**src/rtl/arb_pkg.sv**
```systemverilog
package arb_pkg;

  typedef enum logic [1:0] {
    ST_IDLE = 2'd0,
    ST_REQ  = 2'd1,
    ST_OWN  = 2'd2,
    ST_REL  = 2'd3
  } arb_state_t;

  localparam int LOC_REQ  = 0;
  localparam int LOC_DONE = 1;
  localparam int LOC_SEL  = 2;
  localparam int LOC_HALT = 3;
  localparam int LOC_W    = 4;

endpackage

```
**src/rtl/arb_sync.sv**
```systemverilog
module arb_sync #(
  parameter int WIDTH  = 4,
  parameter int STAGES = 2
) (
  input  logic             clk,
  input  logic             rst,
  input  logic [WIDTH-1:0] d_i,
  output logic [WIDTH-1:0] q_o
);

  logic [STAGES-1:0][WIDTH-1:0] chain_q;

  generate
    for (genvar s = 0; s < STAGES; s++) begin : g_stage
      if (s == 0) begin : g_first
        always_ff @(posedge clk) begin
          if (rst) chain_q[s] <= '0;
          else     chain_q[s] <= d_i;
        end
      end else begin : g_next
        always_ff @(posedge clk) begin
          if (rst) chain_q[s] <= '0;
          else     chain_q[s] <= chain_q[s-1];
        end
      end
    end
  endgenerate

  assign q_o = chain_q[STAGES-1];

endmodule

```
**src/rtl/arb_shared_sample.sv**
```systemverilog
module arb_shared_sample (
  input  logic clk,
  input  logic rst,
  input  logic prio_in_n_i,
  input  logic busy_n_i,
  input  logic cbrq_n_i,
  input  logic strap_i,
  input  logic self_cbrq_i,
  output logic prio_smp_n_o,
  output logic prio_won_o,
  output logic bus_free_o,
  output logic other_cbrq_o,
  output logic strap_o
);

  logic prio_q, busy_q, cbrq_q, strap_q, self_q;

  always_ff @(posedge clk) begin
    if (rst) begin
      prio_q  <= 1'b1;
      busy_q  <= 1'b1;
      cbrq_q  <= 1'b1;
      strap_q <= 1'b0;
      self_q  <= 1'b0;
    end else begin
      prio_q  <= prio_in_n_i;
      busy_q  <= busy_n_i;
      cbrq_q  <= cbrq_n_i;
      strap_q <= strap_i;
      self_q  <= self_cbrq_i;
    end
  end

  // the sampled line lags the own pull by one clock; mask the own contribution
  assign prio_smp_n_o = prio_q;
  assign prio_won_o   = ~prio_q;
  assign bus_free_o   = busy_q;
  assign other_cbrq_o = ~cbrq_q & ~self_q;
  assign strap_o      = strap_q;

endmodule

```
**src/rtl/arb_fsm.sv**
```systemverilog
module arb_fsm
  import arb_pkg::*;
(
  input  logic       clk,
  input  logic       rst,
  input  logic       req_s_i,
  input  logic       done_s_i,
  input  logic       sel_s_i,
  input  logic       halt_s_i,
  input  logic       prio_won_i,
  input  logic       bus_free_i,
  input  logic       other_cbrq_i,
  input  logic       strap_i,
  output arb_state_t state_d_o,
  output logic       pend_o
);

  arb_state_t state_q, state_d;
  logic       pend_q, pend_d;
  logic       boundary, forced_off, leave;

  assign boundary   = done_s_i | ~pend_q;
  assign forced_off = ~prio_won_i | (strap_i & other_cbrq_i);
  assign leave      = boundary & (halt_s_i | forced_off);

  always_comb begin
    state_d = state_q;
    unique case (state_q)
      ST_IDLE: if (pend_q) state_d = ST_REQ;
      ST_REQ:  if (prio_won_i && bus_free_i) state_d = ST_OWN;
      ST_OWN:  if (leave) state_d = ST_REL;
      ST_REL:  state_d = ST_IDLE;
      default: state_d = ST_IDLE;
    endcase
  end

  always_comb begin
    pend_d = pend_q;
    if (req_s_i && sel_s_i)                pend_d = 1'b1;
    else if (state_q == ST_OWN && done_s_i) pend_d = 1'b0;
  end

  always_ff @(posedge clk) begin
    if (rst) begin
      state_q <= ST_IDLE;
      pend_q  <= 1'b0;
    end else begin
      state_q <= state_d;
      pend_q  <= pend_d;
    end
  end

  assign state_d_o = state_d;
  assign pend_o    = pend_q;

endmodule

```
**src/rtl/arb_outreg.sv**
```systemverilog
module arb_outreg
  import arb_pkg::*;
(
  input  logic       clk,
  input  logic       rst,
  input  arb_state_t state_d_i,
  input  logic       prio_smp_n_i,
  output logic       breq_n_o,
  output logic       prio_out_n_o,
  output logic       busy_pull_o,
  output logic       cbrq_pull_o,
  output logic       bus_en_o
);

  logic wants;
  assign wants = (state_d_i == ST_REQ) || (state_d_i == ST_OWN);

  always_ff @(posedge clk) begin
    if (rst) begin
      breq_n_o     <= 1'b1;
      prio_out_n_o <= 1'b1;
      busy_pull_o  <= 1'b0;
      cbrq_pull_o  <= 1'b0;
      bus_en_o     <= 1'b0;
    end else begin
      breq_n_o     <= ~wants;
      prio_out_n_o <= wants | prio_smp_n_i;
      busy_pull_o  <= (state_d_i == ST_OWN) || (state_d_i == ST_REL);
      cbrq_pull_o  <= (state_d_i == ST_REQ);
      bus_en_o     <= (state_d_i == ST_OWN);
    end
  end

endmodule

```
**src/rtl/mbus_arbiter.sv**
```systemverilog
module mbus_arbiter #(
  parameter int SYNC_STAGES = 2
) (
  input  logic clk,
  input  logic rst,
  input  logic cyc_req_i,
  input  logic xfer_done_i,
  input  logic halt_i,
  input  logic sys_sel_i,
  input  logic any_rq_strap_i,
  input  logic prio_in_n_i,
  input  logic busy_n_i,
  input  logic cbrq_n_i,
  output logic breq_n_o,
  output logic prio_out_n_o,
  output logic busy_pull_o,
  output logic cbrq_pull_o,
  output logic bus_en_o
);
  import arb_pkg::*;

  logic [LOC_W-1:0] loc_raw, loc_s;
  logic             done_s, pend_w;
  logic             prio_smp_n, prio_won, bus_free, other_cbrq, strap_q;
  arb_state_t       state_d;

  always_comb begin
    loc_raw           = '0;
    loc_raw[LOC_REQ]  = cyc_req_i;
    loc_raw[LOC_DONE] = xfer_done_i;
    loc_raw[LOC_SEL]  = sys_sel_i;
    loc_raw[LOC_HALT] = halt_i;
  end

  arb_sync #(.WIDTH(LOC_W), .STAGES(SYNC_STAGES)) u_sync (
    .clk (clk),
    .rst (rst),
    .d_i (loc_raw),
    .q_o (loc_s)
  );

  assign done_s = loc_s[LOC_DONE];

  arb_shared_sample u_smp (
    .clk          (clk),
    .rst          (rst),
    .prio_in_n_i  (prio_in_n_i),
    .busy_n_i     (busy_n_i),
    .cbrq_n_i     (cbrq_n_i),
    .strap_i      (any_rq_strap_i),
    .self_cbrq_i  (cbrq_pull_o),
    .prio_smp_n_o (prio_smp_n),
    .prio_won_o   (prio_won),
    .bus_free_o   (bus_free),
    .other_cbrq_o (other_cbrq),
    .strap_o      (strap_q)
  );

  arb_fsm u_fsm (
    .clk          (clk),
    .rst          (rst),
    .req_s_i      (loc_s[LOC_REQ]),
    .done_s_i     (done_s),
    .sel_s_i      (loc_s[LOC_SEL]),
    .halt_s_i     (loc_s[LOC_HALT]),
    .prio_won_i   (prio_won),
    .bus_free_i   (bus_free),
    .other_cbrq_i (other_cbrq),
    .strap_i      (strap_q),
    .state_d_o    (state_d),
    .pend_o       (pend_w)
  );

  arb_outreg u_out (
    .clk          (clk),
    .rst          (rst),
    .state_d_i    (state_d),
    .prio_smp_n_i (prio_smp_n),
    .breq_n_o     (breq_n_o),
    .prio_out_n_o (prio_out_n_o),
    .busy_pull_o  (busy_pull_o),
    .cbrq_pull_o  (cbrq_pull_o),
    .bus_en_o     (bus_en_o)
  );

endmodule

```
**config.mk**
```make
export PLATFORM = sky130hd
export DESIGN_NAME = mbus_arbiter
export DESIGN_NICKNAME = d
export VERILOG_FILES = /design/src/rtl/arb_pkg.sv /design/src/rtl/arb_sync.sv /design/src/rtl/arb_shared_sample.sv /design/src/rtl/arb_fsm.sv /design/src/rtl/arb_outreg.sv /design/src/rtl/mbus_arbiter.sv
export SDC_FILE = /design/constraint.sdc
export NUM_CORES = 1
export LEC_CHECK = 0
export ABC_AREA = 1
export CAP_MARGIN = 20
export CELL_PAD_IN_SITES_DETAIL_PLACEMENT = 2
export CELL_PAD_IN_SITES_GLOBAL_PLACEMENT = 2
export CORE_ASPECT_RATIO = 1.5
export CORE_MARGIN = 5
export CORE_UTILIZATION = 24
export CTS_CLUSTER_SIZE = 20
export DETAILED_ROUTE_END_ITERATION = 16
export PLACE_DENSITY_LB_ADDON = 0.1
export RECOVER_POWER = 25
export SETUP_SLACK_MARGIN = 0.5
export SYNTH_ARGS = -nofsm -noshare
export SYNTH_HDL_FRONTEND = slang
export SYNTH_SLANG_ARGS = --single-unit
```
**constraint.sdc**
```tcl
create_clock -name clk -period 1.3 [get_ports clk]
set_input_delay 0.26 -clock clk [delete_from_list [all_inputs] [get_ports clk]]
set_output_delay 0.26 -clock clk [all_outputs]
set_load 0.02 [all_outputs]
```
==> metrics.cfg <==
[setup_path]
path_class = flip-flop to flip-flop
start_kind = flip-flop
cp.arrival_ns = 1.54
cp.required_ns = 1.45
rr_worst_depth = 8
path_max_fanout = 2
end_kind = flip-flop

[global_routing]
grt_max_degree = 12
grt_pass1_vias = 690
track_usage = 0.108
grt_pass1_wl_mm = 2.99
antenna_found_initial = 0
grt_busiest_layer = met2
grt_use_met1 = 0.100
grt_overflow_total = 0
grt_util_met3 = 0.0178
groute.layer.met2.usage = 0.217

[finish]
fin_util = 0.449
syn_to_final_growth_pct = 79.6
drive_gt1_frac = 0.534
nets = 131
n_antenna_cell = 0

[routing]
first_pass_iters = 2
ant_nets = 0
vias_per_cell = 4.06
wl_mm = 2.28
drt_iter0_drc = 2
num_vias = 630
avgRoutedWirePerCell_um = 14.7
drc_errors = 0

[flow_run]
maxCapViolCount = 0

[sta]
relSlewSlack = 0.837
finClkSkew_ns = 0.00405
worst_slew_pin_slew_ns = 0.244
slew_violations = 0
grt_setup_unrepaired = true
fin_crit_sh = 1.07
finalSetupViolCount = 3
period_minus_slack_ns = 1.39
setup_slack_ns = -0.0931
fmaxAchievable_mhz = 718
tns_ns = -0.168
finalHoldViolCount = 0

[clock_network]
clock_sinks = 20
cts_max_level = 1
clk_pin_slew_ns = 0.07
root_buffer = clkbuf_8
cts_max_path_buffers = 2
cts_buffers = 3
cts_tree = done
clk_latency_ns = 0.26

[floorplanning]
die-width_um = 53.3
dieArea_mm2 = 0.00400
core_area_mm2 = 0.00271
num_rows = 23
start_util = 0.250
pin_count = 15
die_h_um = 75.0

[yosys]
yosys.area.top_type_share = 0.593
synth_top_area_cell = dfxtp_1
ys_warn_count = 0
synth.distinct_cells = 15
ys_ff_latch = 20
synth_edf_count = 0
synthTopCellsByCount = dfxtp_1 (20), inv_1 (17), nor2_1 (15)
syn_nets = 91
async_flop_share = 0
syn-mean-instance-area_um2 = 8.55
synth_area_um2 = 676
synthFlopType = dfxtp_1
synthTopCellsByArea = dfxtp_1 (59%), inv_1 (9.4%), nor2_1 (8.3%), nand2_1 (3.9%), ha_1 (3.7%)
yosysMostFrequentCell = dfxtp_1
synth_seq_area_share = 0.593
syn_inst = 79

[run_status]
outcome = finished, violations left
violations = setup timing

[power]
power_mw = 1.48
power_leakage_nw = 0.548
p_per_area_mw_per_mm2 = 1220
peakVddDrop_mv = 0.589

[hold_path]
hp-class = flip-flop to flip-flop
min_path_cells = 2

[placement]
gp_congestion = 0.706
place_ws_ns = -0.138
dp_hpwl_mm = 1.18
io_buffers = 14

-- cells in the final DEF (no fill, tap or decap), drive strengths merged --
master,n
buf,24
dfxtp,20
nor2,18
inv,18
nand2,9
clkdlybuf4s50,8
clkbuf,7
or2,4
ha,2
a21oi,2
nand4,1
o21ai,1
nand3,1
nand3b,1
bufbuf,1
clkdlybuf4s25,1
-- final timing paths --
kind	startpoint	to	slack [ns]
max reg2reg	u_smp.prio_smp_n_o	u_out.breq_n_o	-0.09
min	u_sync.chain_q[2]	u_sync.q_o[2]	0.41
max	u_smp.prio_smp_n_o	u_out.breq_n_o	-0.09
min reg2reg	u_sync.chain_q[2]	u_sync.q_o[2]	0.41
-- through the flow --
| step | cell area (um2) | hold slack, ns | instances |
|---|---|---|---|
| finish | 1210 | 0.409 | 155 |
| global route | 1210 | 0.430 | 155 |
| CTS | 1140 | 0.413 | 150 |
| detailed placement | 935 | 0.406 | 137 |
| global placement | 935 | 0.391 | 137 |
| floorplan | 693 | 0.364 | 79 |
-- cell families (layout without fill, tap and decap cells) --
kind of cell | after synthesis | in the layout | synth area share
buf+inv | 20 | 59 | 0.115
simple gates | 34 | 34 | 0.233
compound gates | 3 | 3 | 0.0222
flops | 20 | 20 | 0.593
fa+ha+maj | 2 | 2 | 0.0370
-- critical path, stage by stage (launching register included) --
cell	delay, ns
dfxtp_2	0.33
inv_2	0.07
nand2_2	0.06
o21ai_2	0.17
nand2_1	0.10
nand2_2	0.08
inv_2	0.05
ha_4	0.21
or2_4	0.22
-- state kept, by name (all words and copies together), names as in the netlist --
| name | cells |
|---|---|
| u_smp.cbrq_q | 1 |
| u_smp.self_q | 1 |
| u_fsm.state_q | 2 |
| u_smp.strap_o | 1 |
| u_fsm.pend_o | 1 |
| u_out.cbrq_pull_o | 1 |
| u_smp.prio_smp_n_o | 1 |
| u_out.breq_n_o | 1 |
| u_sync.q_o | 4 |
| u_out.bus_en_o | 1 |
| u_out.prio_out_n_o | 1 |
| u_sync.chain_q | 4 |
| u_smp.bus_free_o | 1 |
-- timing repair --
item,CTS,global route
pin swaps,10,5
resized for setup,51,14
gates cloned,2,0
setup endpoints to repair,23,13
setup buffers,7,5
hold buffers,0,0
-- final cells by class --
type | count | area [um2]
fillers | 304 | 1490
flip-flops and latches | 20 | 412
repair buffers | 37 | 368
multi-input cells | 39 | 263
inverters | 18 | 70.1
clock buffers | 4 | 55.1
well taps | 37 | 46.3
-- per-layer routing --
layer  up-vias  part of all wire  wire length [um]
met1       312              0.31               700
li1        304                 -                 -
met4         0             0.017                38
met5         -                 0                 0
met2        10              0.65              1490
met3         4             0.023                52
-- power by group --
group | switching [mW] | internal [mW]
clock network | 0.200 | 0.269
registers | 0.0229 | 0.655
logic | 0.143 | 0.189
total | 0.366 | 1.11
(Power assumes the default switching activity.)
